File: src/rtl/ts_pkg.sv
package ts_pkg;

   typedef enum logic [1:0] {
      RXM_L4_V1    = 2'd0,
      RXM_V2_EVENT = 2'd1,
      RXM_ETYPE    = 2'd2,
      RXM_OFF      = 2'd3
   } rx_mode_e;

   localparam int DIR_TX   = 0;
   localparam int DIR_RX   = 1;
   localparam int NUM_DIR  = 2;

   localparam int VER_ONE  = 1;
   localparam int VER_TWO  = 2;
   // highest version-2 message type that is an event message
   localparam int V2_EVENT_MAX = 3;

endpackage

File: src/rtl/ts_rx_match.sv
module ts_rx_match
   import ts_pkg::*;
#(
   parameter int PORT_W  = 16,
   parameter int ETYPE_W = 16,
   parameter int VER_W   = 4,
   parameter int MSG_W   = 4
) (
   input  logic [1:0]         mode_i,
   input  logic [PORT_W-1:0]  port_i,
   input  logic [MSG_W-1:0]   v1_msg_i,
   input  logic               etf_en_i,
   input  logic               etf_stamp_i,
   input  logic [ETYPE_W-1:0] etf_type_i,
   input  logic               is_l2_i,
   input  logic [ETYPE_W-1:0] etype_i,
   input  logic               is_udp_i,
   input  logic [PORT_W-1:0]  dport_i,
   input  logic [VER_W-1:0]   ver_i,
   input  logic [MSG_W-1:0]   msg_i,
   output logic               hit_o
);

   localparam logic [VER_W-1:0] VER1   = VER_W'(VER_ONE);
   localparam logic [VER_W-1:0] VER2   = VER_W'(VER_TWO);
   localparam logic [MSG_W-1:0] EVTMAX = MSG_W'(V2_EVENT_MAX);

   generate
      if (VER_W < 2) begin : g_bad_ver
         $error("ts_rx_match: VER_W must hold version 2");
      end
      if (MSG_W < 2) begin : g_bad_msg
         $error("ts_rx_match: MSG_W must hold event type 3");
      end
   endgenerate

   rx_mode_e mode;
   logic     udp_ok;
   logic     etf_ok;
   logic     v1_ok;
   logic     v2_ok;

   always_comb begin
      mode   = rx_mode_e'(mode_i);
      udp_ok = is_udp_i && (dport_i == port_i);
      etf_ok = is_l2_i && etf_en_i && etf_stamp_i && (etype_i == etf_type_i);
      v1_ok  = (ver_i == VER1) && (msg_i == v1_msg_i);
      v2_ok  = (ver_i == VER2) && (msg_i <= EVTMAX);
      unique case (mode)
         RXM_L4_V1:    hit_o = udp_ok && v1_ok;
         RXM_V2_EVENT: hit_o = v2_ok && (udp_ok || etf_ok);
         RXM_ETYPE:    hit_o = etf_ok;
         default:      hit_o = 1'b0;
      endcase
   end

endmodule

File: src/rtl/ts_latch.sv
module ts_latch #(
   parameter int TIME_W = 64
) (
   input  logic              clk,
   input  logic              rst_n,
   input  logic              en_i,
   input  logic              hit_i,
   input  logic              rel_i,
   input  logic [TIME_W-1:0] time_i,
   output logic              valid_o,
   output logic [TIME_W-1:0] stamp_o
);

   logic              valid_q;
   logic [TIME_W-1:0] stamp_q;
   logic              take;

   assign take = en_i && hit_i && !valid_q;

   always_ff @(posedge clk) begin
      if (!rst_n) begin
         valid_q <= 1'b0;
         stamp_q <= '0;
      end else begin
         if (take) stamp_q <= time_i;
         if (!en_i)                  valid_q <= 1'b0;
         else if (valid_q && rel_i)  valid_q <= 1'b0;
         else if (take)              valid_q <= 1'b1;
      end
   end

   assign valid_o = valid_q;
   assign stamp_o = stamp_q;

   a_r2_capture: assert property (@(posedge clk) disable iff (!rst_n)
      (en_i && hit_i && !valid_o) |=> (valid_o && stamp_o == $past(time_i)));

   a_r3_locked: assert property (@(posedge clk) disable iff (!rst_n)
      (valid_o && en_i && !rel_i) |=> (valid_o && $stable(stamp_o)));

   a_r4_release: assert property (@(posedge clk) disable iff (!rst_n)
      (valid_o && rel_i) |=> (!valid_o && $stable(stamp_o)));

   a_r5_disabled: assert property (@(posedge clk) disable iff (!rst_n)
      (!en_i) |=> (!valid_o && $stable(stamp_o)));

endmodule

File: src/rtl/ts_capture.sv
module ts_capture
   import ts_pkg::*;
#(
   parameter int TIME_W  = 64,
   parameter int RD_W    = 32,
   parameter int PORT_W  = 16,
   parameter int ETYPE_W = 16,
   parameter int VER_W   = 4,
   parameter int MSG_W   = 4
) (
   input  logic               clk,
   input  logic               rst_n,
   input  logic [TIME_W-1:0]  time_now,
   input  logic               tx_enable,
   input  logic               tx_evt,
   input  logic               rx_enable,
   input  logic [1:0]         rx_mode,
   input  logic [PORT_W-1:0]  rx_port,
   input  logic [MSG_W-1:0]   rx_v1_msg,
   input  logic               etf_enable,
   input  logic               etf_stamp,
   input  logic [ETYPE_W-1:0] etf_type,
   input  logic               rx_evt,
   input  logic               rx_is_l2,
   input  logic [ETYPE_W-1:0] rx_ethertype,
   input  logic               rx_is_udp,
   input  logic [PORT_W-1:0]  rx_udp_dport,
   input  logic [VER_W-1:0]   rx_ver,
   input  logic [MSG_W-1:0]   rx_msg,
   input  logic               rd_en,
   input  logic               rd_dir,
   input  logic               rd_hi,
   output logic [RD_W-1:0]    rd_data,
   output logic               tx_valid,
   output logic               rx_valid
);

   localparam int NHALF = TIME_W / RD_W;

   generate
      if (NHALF != 2 || TIME_W != NHALF * RD_W) begin : g_bad_width
         $error("ts_capture: TIME_W must be exactly two read words");
      end
   endgenerate

   logic              rx_hit;
   logic [NUM_DIR-1:0] dir_en;
   logic [NUM_DIR-1:0] dir_hit;
   logic [NUM_DIR-1:0] dir_rel;
   logic [NUM_DIR-1:0] dir_valid;
   logic [TIME_W-1:0]  dir_stamp [NUM_DIR];

   ts_rx_match #(
      .PORT_W (PORT_W),
      .ETYPE_W(ETYPE_W),
      .VER_W  (VER_W),
      .MSG_W  (MSG_W)
   ) u_match (
      .mode_i     (rx_mode),
      .port_i     (rx_port),
      .v1_msg_i   (rx_v1_msg),
      .etf_en_i   (etf_enable),
      .etf_stamp_i(etf_stamp),
      .etf_type_i (etf_type),
      .is_l2_i    (rx_is_l2),
      .etype_i    (rx_ethertype),
      .is_udp_i   (rx_is_udp),
      .dport_i    (rx_udp_dport),
      .ver_i      (rx_ver),
      .msg_i      (rx_msg),
      .hit_o      (rx_hit)
   );

   assign dir_en[DIR_TX]  = tx_enable;
   assign dir_en[DIR_RX]  = rx_enable;
   assign dir_hit[DIR_TX] = tx_evt;
   assign dir_hit[DIR_RX] = rx_evt && rx_hit;

   generate
      for (genvar d = 0; d < NUM_DIR; d++) begin : g_dir
         assign dir_rel[d] = rd_en && rd_hi && (int'(rd_dir) == d);
         ts_latch #(.TIME_W(TIME_W)) u_latch (
            .clk    (clk),
            .rst_n  (rst_n),
            .en_i   (dir_en[d]),
            .hit_i  (dir_hit[d]),
            .rel_i  (dir_rel[d]),
            .time_i (time_now),
            .valid_o(dir_valid[d]),
            .stamp_o(dir_stamp[d])
         );
      end
   endgenerate

   always_comb begin
      rd_data = dir_stamp[rd_dir][(rd_hi ? RD_W : 0) +: RD_W];
   end

   assign tx_valid = dir_valid[DIR_TX];
   assign rx_valid = dir_valid[DIR_RX];

   // mode 3 never opens the receive register
   a_r9_mode_off: assert property (@(posedge clk) disable iff (!rst_n)
      (rx_evt && rx_mode == 2'd3 && !rx_valid) |=> !rx_valid);

   // general (non-event) version-2 messages are not stamped
   a_r7_general_msg: assert property (@(posedge clk) disable iff (!rst_n)
      (rx_evt && rx_mode == 2'd1 && rx_msg > MSG_W'(V2_EVENT_MAX) && !rx_valid)
      |=> !rx_valid);

   // a transmit strobe alone never raises the receive flag
   a_r11_isolated: assert property (@(posedge clk) disable iff (!rst_n)
      (tx_evt && !rx_evt && !rx_valid) |=> !rx_valid);

   // flags are low in the first cycle after reset
   a_r1_reset: assert property (@(posedge clk)
      (!rst_n) |=> (!tx_valid && !rx_valid));

endmodule

File: config.mk
export PLATFORM = sky130hd
export DESIGN_NAME = ts_capture
export DESIGN_NICKNAME = d
export VERILOG_FILES = /design/src/rtl/ts_pkg.sv /design/src/rtl/ts_rx_match.sv /design/src/rtl/ts_latch.sv /design/src/rtl/ts_capture.sv
export SDC_FILE = /design/constraint.sdc
export NUM_CORES = 1
export LEC_CHECK = 0
export ABC_AREA = 1
export BUFFER_PORTS_ARGS = -buffer_cell sky130_fd_sc_hd__clkbuf_2
export CELL_PAD_IN_SITES_DETAIL_PLACEMENT = 1
export CELL_PAD_IN_SITES_GLOBAL_PLACEMENT = 2
export CORE_MARGIN = 5
export CORE_UTILIZATION = 27
export CTS_CLUSTER_DIAMETER = 150
export CTS_CLUSTER_SIZE = 8
export DETAILED_ROUTE_END_ITERATION = 6
export PLACE_DENSITY_LB_ADDON = 0.3
export SETUP_SLACK_MARGIN = 0.02
export SLEW_MARGIN = 20
export SYNTH_ARGS = -nofsm -noshare
export SYNTH_HDL_FRONTEND = slang
export SYNTH_SLANG_ARGS = --single-unit
export TNS_END_PERCENT = 5
File: constraint.sdc
create_clock -name clk -period 1.7 [get_ports clk]
set_input_delay 0.085 -clock clk [delete_from_list [all_inputs] [get_ports clk]]
set_output_delay 0.085 -clock clk [all_outputs]
set_load 0.01 [all_outputs]
# After elaboration in Yosys (flattened, before gate mapping)

Index checks and enable logic that the tools add are counted.

RAM bits: 0
Output and inout port bits: 34
Bits in latches: 0
Register bits: 130
Input port bits: 155
Logic and storage cells: 48
Memories: 0
ROM bits: 0

$mul: 0
Reductions and logical operators: 24
Shift operators: 1
Equality and inequality tests: 7
Magnitude comparators: 2
$add $sub $neg: 0
Divide/modulo/power cells: 0
Muxes and demuxes: 5
Bitwise logic cells: 5

Operators by type and width:

| cell                 | count |
|---|---|
| $mux W64             | 3 |
| $shiftx A64 B32 Y32  | 1 |
| $eq A16 B16 Y1       | 2 |
| $logic_and A1 B1 Y1  | 18 |
| $mux W6              | 1 |
| $reduce_or A3 Y1     | 2 |
| $eq A4 B1 Y1 const B | 1 |
| $eq A4 B2 Y1 const B | 1 |
| $eq A4 B4 Y1         | 1 |
| $le A4 B2 Y1 const B | 1 |
| $not A1 Y1           | 4 |
| $pmux W1 S3          | 1 |
| $eq A2 B1 Y1 const B | 1 |
| $eq A2 B2 Y1 const B | 1 |
| $ge A2 B2 Y1 const B | 1 |
| $logic_not A1 Y1     | 2 |
| $logic_not A2 Y1     | 1 |
| $not A1 Y2           | 1 |
| $logic_or A1 B1 Y1   | 1 |

# Logic depth before layout (Yosys ltp)

Word-level depth: 9
Depth in mapped cells: 15
Mapped depth without buffers: 13

# Hierarchy

A second synthesis with hierarchy kept.

Cell total of the unflattened synthesis: 1373
Area, all modules: 7736.2 µm²

By module, submodules not included:

| module      | instances | seq. area each (µm²) | cells each | area each (µm²) |
|---|---|---|---|---|
| ts_latch    | 2         | 1301.2               | 411        | 2685.1 |
| ts_capture  | 1         | 0.0                  | 380        | 1614.0 |
| ts_rx_match | 1         | 0.0                  | 171        | 752.0 |

# Worst setup path before layout

No wires, ideal clock.

Path kind: reg-to-reg
Start point: reg g_dir[1].u_latch.valid_q
End point: reg g_dir[1].u_latch.stamp_q[44]
Stages on the path, launching flop included: 9
Data arrival time: 1.380 ns
Path buffers: 2
Library setup time: 0.115 ns
Clock period less this slack: 1.495 ns
Slack: 0.205 ns
Required time: 1.585 ns
Cell sequence: dfxtp_1 inv_1 nand3_1 a21oi_1 clkbuf_1 clkbuf_1 nand3_1 nand2_1 nor2_1

Longest elaborated chain between the ends: 2

Ends and longest elaborated chain:

| item                   | line           | RTL |
|---|---|---|
| start, declared        | ts_latch.sv:14 | `logic valid_q;` |
| start signal, assigned | ts_latch.sv:22 | `valid_q <= 1'b0;` |
| start signal, assigned | ts_latch.sv:26 | `if (!en_i) valid_q <= 1'b0;` |
| start signal, assigned | ts_latch.sv:27 | `else if (valid_q && rel_i) valid_q <= 1'b0;` |
| $logic_not A1 Y1       | ts_latch.sv:18 | `assign take = en_i && hit_i && !valid_q;` |
| $logic_and A1 B1 Y1    | ts_latch.sv:18 |  |
| end signal, assigned   | ts_latch.sv:25 | `if (take) stamp_q <= time_i;` |
| end, declared          | ts_latch.sv:15 | `logic [TIME_W-1:0] stamp_q;` |

Every way passes these cells.
A chain may end at the register's enable or synchronous reset.

# Worst setup path in the final report

Start point: reg g_dir[0].u_latch.stamp_q[58]
End point: out rd_data[26]

Longest elaborated chain between the ends: 4

Ends and longest elaborated chain:

| item                                         | line             | RTL |
|---|---|---|
| start, declared                              | ts_latch.sv:15   |  |
| start signal, assigned                       | ts_latch.sv:25   |  |
| $mux W64 (implied by the code) (3 in series) | ts_capture.sv:96 | `rd_data = dir_stamp[rd_dir][(rd_hi ? RD_W : 0) +: RD_W];` |
| $shiftx A64 B32 Y32                          | ts_capture.sv:96 |  |
| end, declared                                | ts_capture.sv:33 | `output logic [RD_W-1:0] rd_data,` |

Every way passes these cells. The select of a mux whose other input is x is not followed.

==> flow_metrics.env <==
export IMPL_status="finished, final reports clean"
export IMPL_die_area_um2=27300
export IMPL_yosys_warnings=0
export IMPL_synthDistinctLibCells=23
export IMPL_cts_sinks=130
export IMPL_globalRoute_totalOverflow=0
export IMPL_clock_latency_ns=0.43
export IMPL_synthesis_nets=1142
export IMPL_cp_end_kind="output pin"
export IMPL_drive_gt1_frac=0.203
export IMPL_grt_pass1_wl_um=39700
export IMPL_fmax_ghz=0.655
export IMPL_ir_drop_mv=0.580
export IMPL_root_buffer="clkbuf_16"
export IMPL_met3_length_um=923
export IMPL_stdcell_count=1535
export IMPL_rsz0062_at_grt="no"
export IMPL_drc_errors=0
export IMPL_tightestPinTransition_ns=0.513
export IMPL_fill_cells=3027
export IMPL_h_tree_depth=4
export IMPL_die_height_um=165
export IMPL_slew_violations=0
export IMPL_timing_final_crit_period_ns=1.53
export IMPL_cts_resized=0
export IMPL_async_flop_share=0
export IMPL_ys_seq_area_frac=0.400
export IMPL_finalSetupViolCount=0
export IMPL_hold_viol_final=0
export IMPL_grt_usage=0.189
export IMPL_fin_tns_setup_ns=0
export IMPL_synth_most_common_cell="nor2_1"
export IMPL_power_share_switching=0.265
export IMPL_synth_commonest_cells="nor2_1, a21oi_1, dfxtp_1"
export IMPL_switchingPower_w=0.00221
export IMPL_die_w_um=165
export IMPL_seq_area_um2=2600
export IMPL_power_internal_w=0.00615
export IMPL_critical_path_class="reg2out"
export IMPL_syn_avg_cell_area_um2=6.60
export IMPL_yosys_area_top_type_share=0.400
export IMPL_hp_class="in2reg"
export IMPL_place_hpwl_um=18400
export IMPL_synth_seq_cells=130
export IMPL_pwr_share_comb=0.146
export IMPL_viasPerCell=4.67
export IMPL_place_congestion=0.789
export IMPL_placed_cells=1441
export IMPL_wl_met1_um=11900
export IMPL_grt_pass1_vias=7221
export IMPL_core_area_um2=23600
export IMPL_row_count=56
export IMPL_detail_route_antenna_nets=0
export IMPL_p_leak_nw=4.25
export IMPL_clock_skew_ns=0.0123
export IMPL_clock_path_buffers=2
export IMPL_top_layer="met4"
export IMPL_crit_required_ns=1.62
export IMPL_pwr_share_clk=0.471
export IMPL_synth_ff_type="dfxtp_1"
export IMPL_maxCapViolCount=0
export IMPL_numCtsBuffers=17
export IMPL_clk_pin_slew_ns=0.06
export IMPL_grt_max_degree=129
export IMPL_arrival_ns=1.44
export IMPL_synth_edf_count=0
export IMPL_antenna_cells=0
export IMPL_drtIter0Drc=338
export IMPL_cp_start_kind="register"
export IMPL_netlist_area_um2=6510
export IMPL_vias=7170
export IMPL_wl_met2_um=12700
export IMPL_period_share=0.898
export IMPL_holdWs_ns=0.00815
export IMPL_wl_per_cell_um=16.8
export IMPL_dr_pass1_iters=4
export IMPL_slew_headroom=0.658
export IMPL_cts_tree="done"
export IMPL_start_util=0.276
export IMPL_area_delta_synth_final_pct=39.2
export IMPL_crit_fanout=2
export IMPL_netlist_top_cells_area="dfxtp_1, a21oi_1, o21ai_0, nor2_1, nand2_1"
export IMPL_multiInputGateArea_um2=3150
export IMPL_antenna_found_initial=0
export IMPL_wirelength_um=25800
export IMPL_port_buffers=188
export IMPL_power_density_nw_per_um2=922
export IMPL_synth_largest_area_cell="dfxtp_1"
export IMPL_io_pin_count=189
export IMPL_seqPwrFrac=0.383
export IMPL_synth_cells=987
export IMPL_ff2ff_setup_slack_ns=0.22
export IMPL_nets=1358
==> cell families after synthesis <==
family | after synthesis | share of synthesized area
AOI/OAI and AO/OA | 295 | 0.234
xor gates and xnor gates | 14 | 0.0188
buffers and inverters | 183 | 0.120
DFF | 130 | 0.400
and+or+nand+nor | 365 | 0.228
==> metrics by stage <==
stage	total power (W)	setup WS (ns)	utilization	cell area [µm²]
2_1_floorplan	0.00383	0.205	-	6510
3_3_place_gp	0.00437	0.0719	0.331	7820
3_5_place_dp	0.00438	0.0486	0.331	7820
4_1_cts	0.00845	0.189	0.384	9070
5_1_grt	0.00872	0.0818	0.384	9070
6_report	0.00836	0.173	0.384	9070
==> cell usage in the layout, fill, tap and decap left out, drive strengths merged, types with 4 or more instances in the layout <==
cell,count
clkbuf,205
nor2,160
nand3,70
buf,24
o22ai,33
clkinvlp,4
or2,4
o21ai,128
dlygate4sd3,62
dfxtp,130
xnor2,13
inv,107
a21oi,132
bufinv,4
clkinv,6
nand2,125
==> final timing paths <==
kind                                                  start                                         to  cells after the start
setup / recovery  g_dir[0].u_latch.stamp_o[58]$_SDFFE_PN0P_                                rd_data[26]                      3
setup reg to reg      g_dir[0].u_latch.valid_o$_SDFFE_PP0P_  g_dir[0].u_latch.stamp_o[19]$_SDFFE_PN0P_                      4
hold reg to reg   g_dir[1].u_latch.stamp_o[10]$_SDFFE_PN0P_  g_dir[1].u_latch.stamp_o[10]$_SDFFE_PN0P_                      2
hold / removal                                  time_now[5]   g_dir[0].u_latch.stamp_o[5]$_SDFFE_PN0P_                      3
==> routing by layer <==
layer / track usage / vias to the layer above
met5: 0 / -
met1: 0.245 / 3390
met3: 0.0360 / 18
met4: 0.0442 / 0
met2: 0.326 / 109
li1: - / 3653
==> state kept, by name (all words and copies together), names as in the netlist <==
signal / cells
g_dir.u_latch.stamp_o: 128
g_dir.u_latch.valid_o: 2
==> power by group through the flow <==
| stage | registers [W] | logic [W] | clock network (W) |
|---|---|---|---|
| finish | 0.00320 | 0.00122 | 0.00394 |
| global route | 0.00321 | 0.00136 | 0.00415 |
| CTS | 0.00320 | 0.00124 | 0.00401 |
| detailed placement | 0.00326 | 0.00111 | 0 |
| global placement | 0.00327 | 0.00110 | 0 |
| floorplan | 0.00325 | 0.000578 | 0 |
==> what timing repair did <==
action                                  in CTS  in global routing
endpoints found under the hold margin       80                  0
setup buffers                                0                  0
endpoints found under the setup margin       0                  0
hold buffers                                62                  0
==> worst max-delay path, cell delays in order, from the launching register on <==
cell and delay (ns):
dfxtp_1 0.33, o21ai_0 0.11, o22ai_1 0.36, clkbuf_2 0.22
==> final cells by class <==
type,instances,area share
well taps,319,0.0440
multi-input cells,674,0.347
repair buffers,273,0.208
flip-flops and latches,130,0.287
clock buffers,18,0.0484
inverters,107,0.0443
clock inverters,14,0.0207
Power figures use the tool's default switching activity.
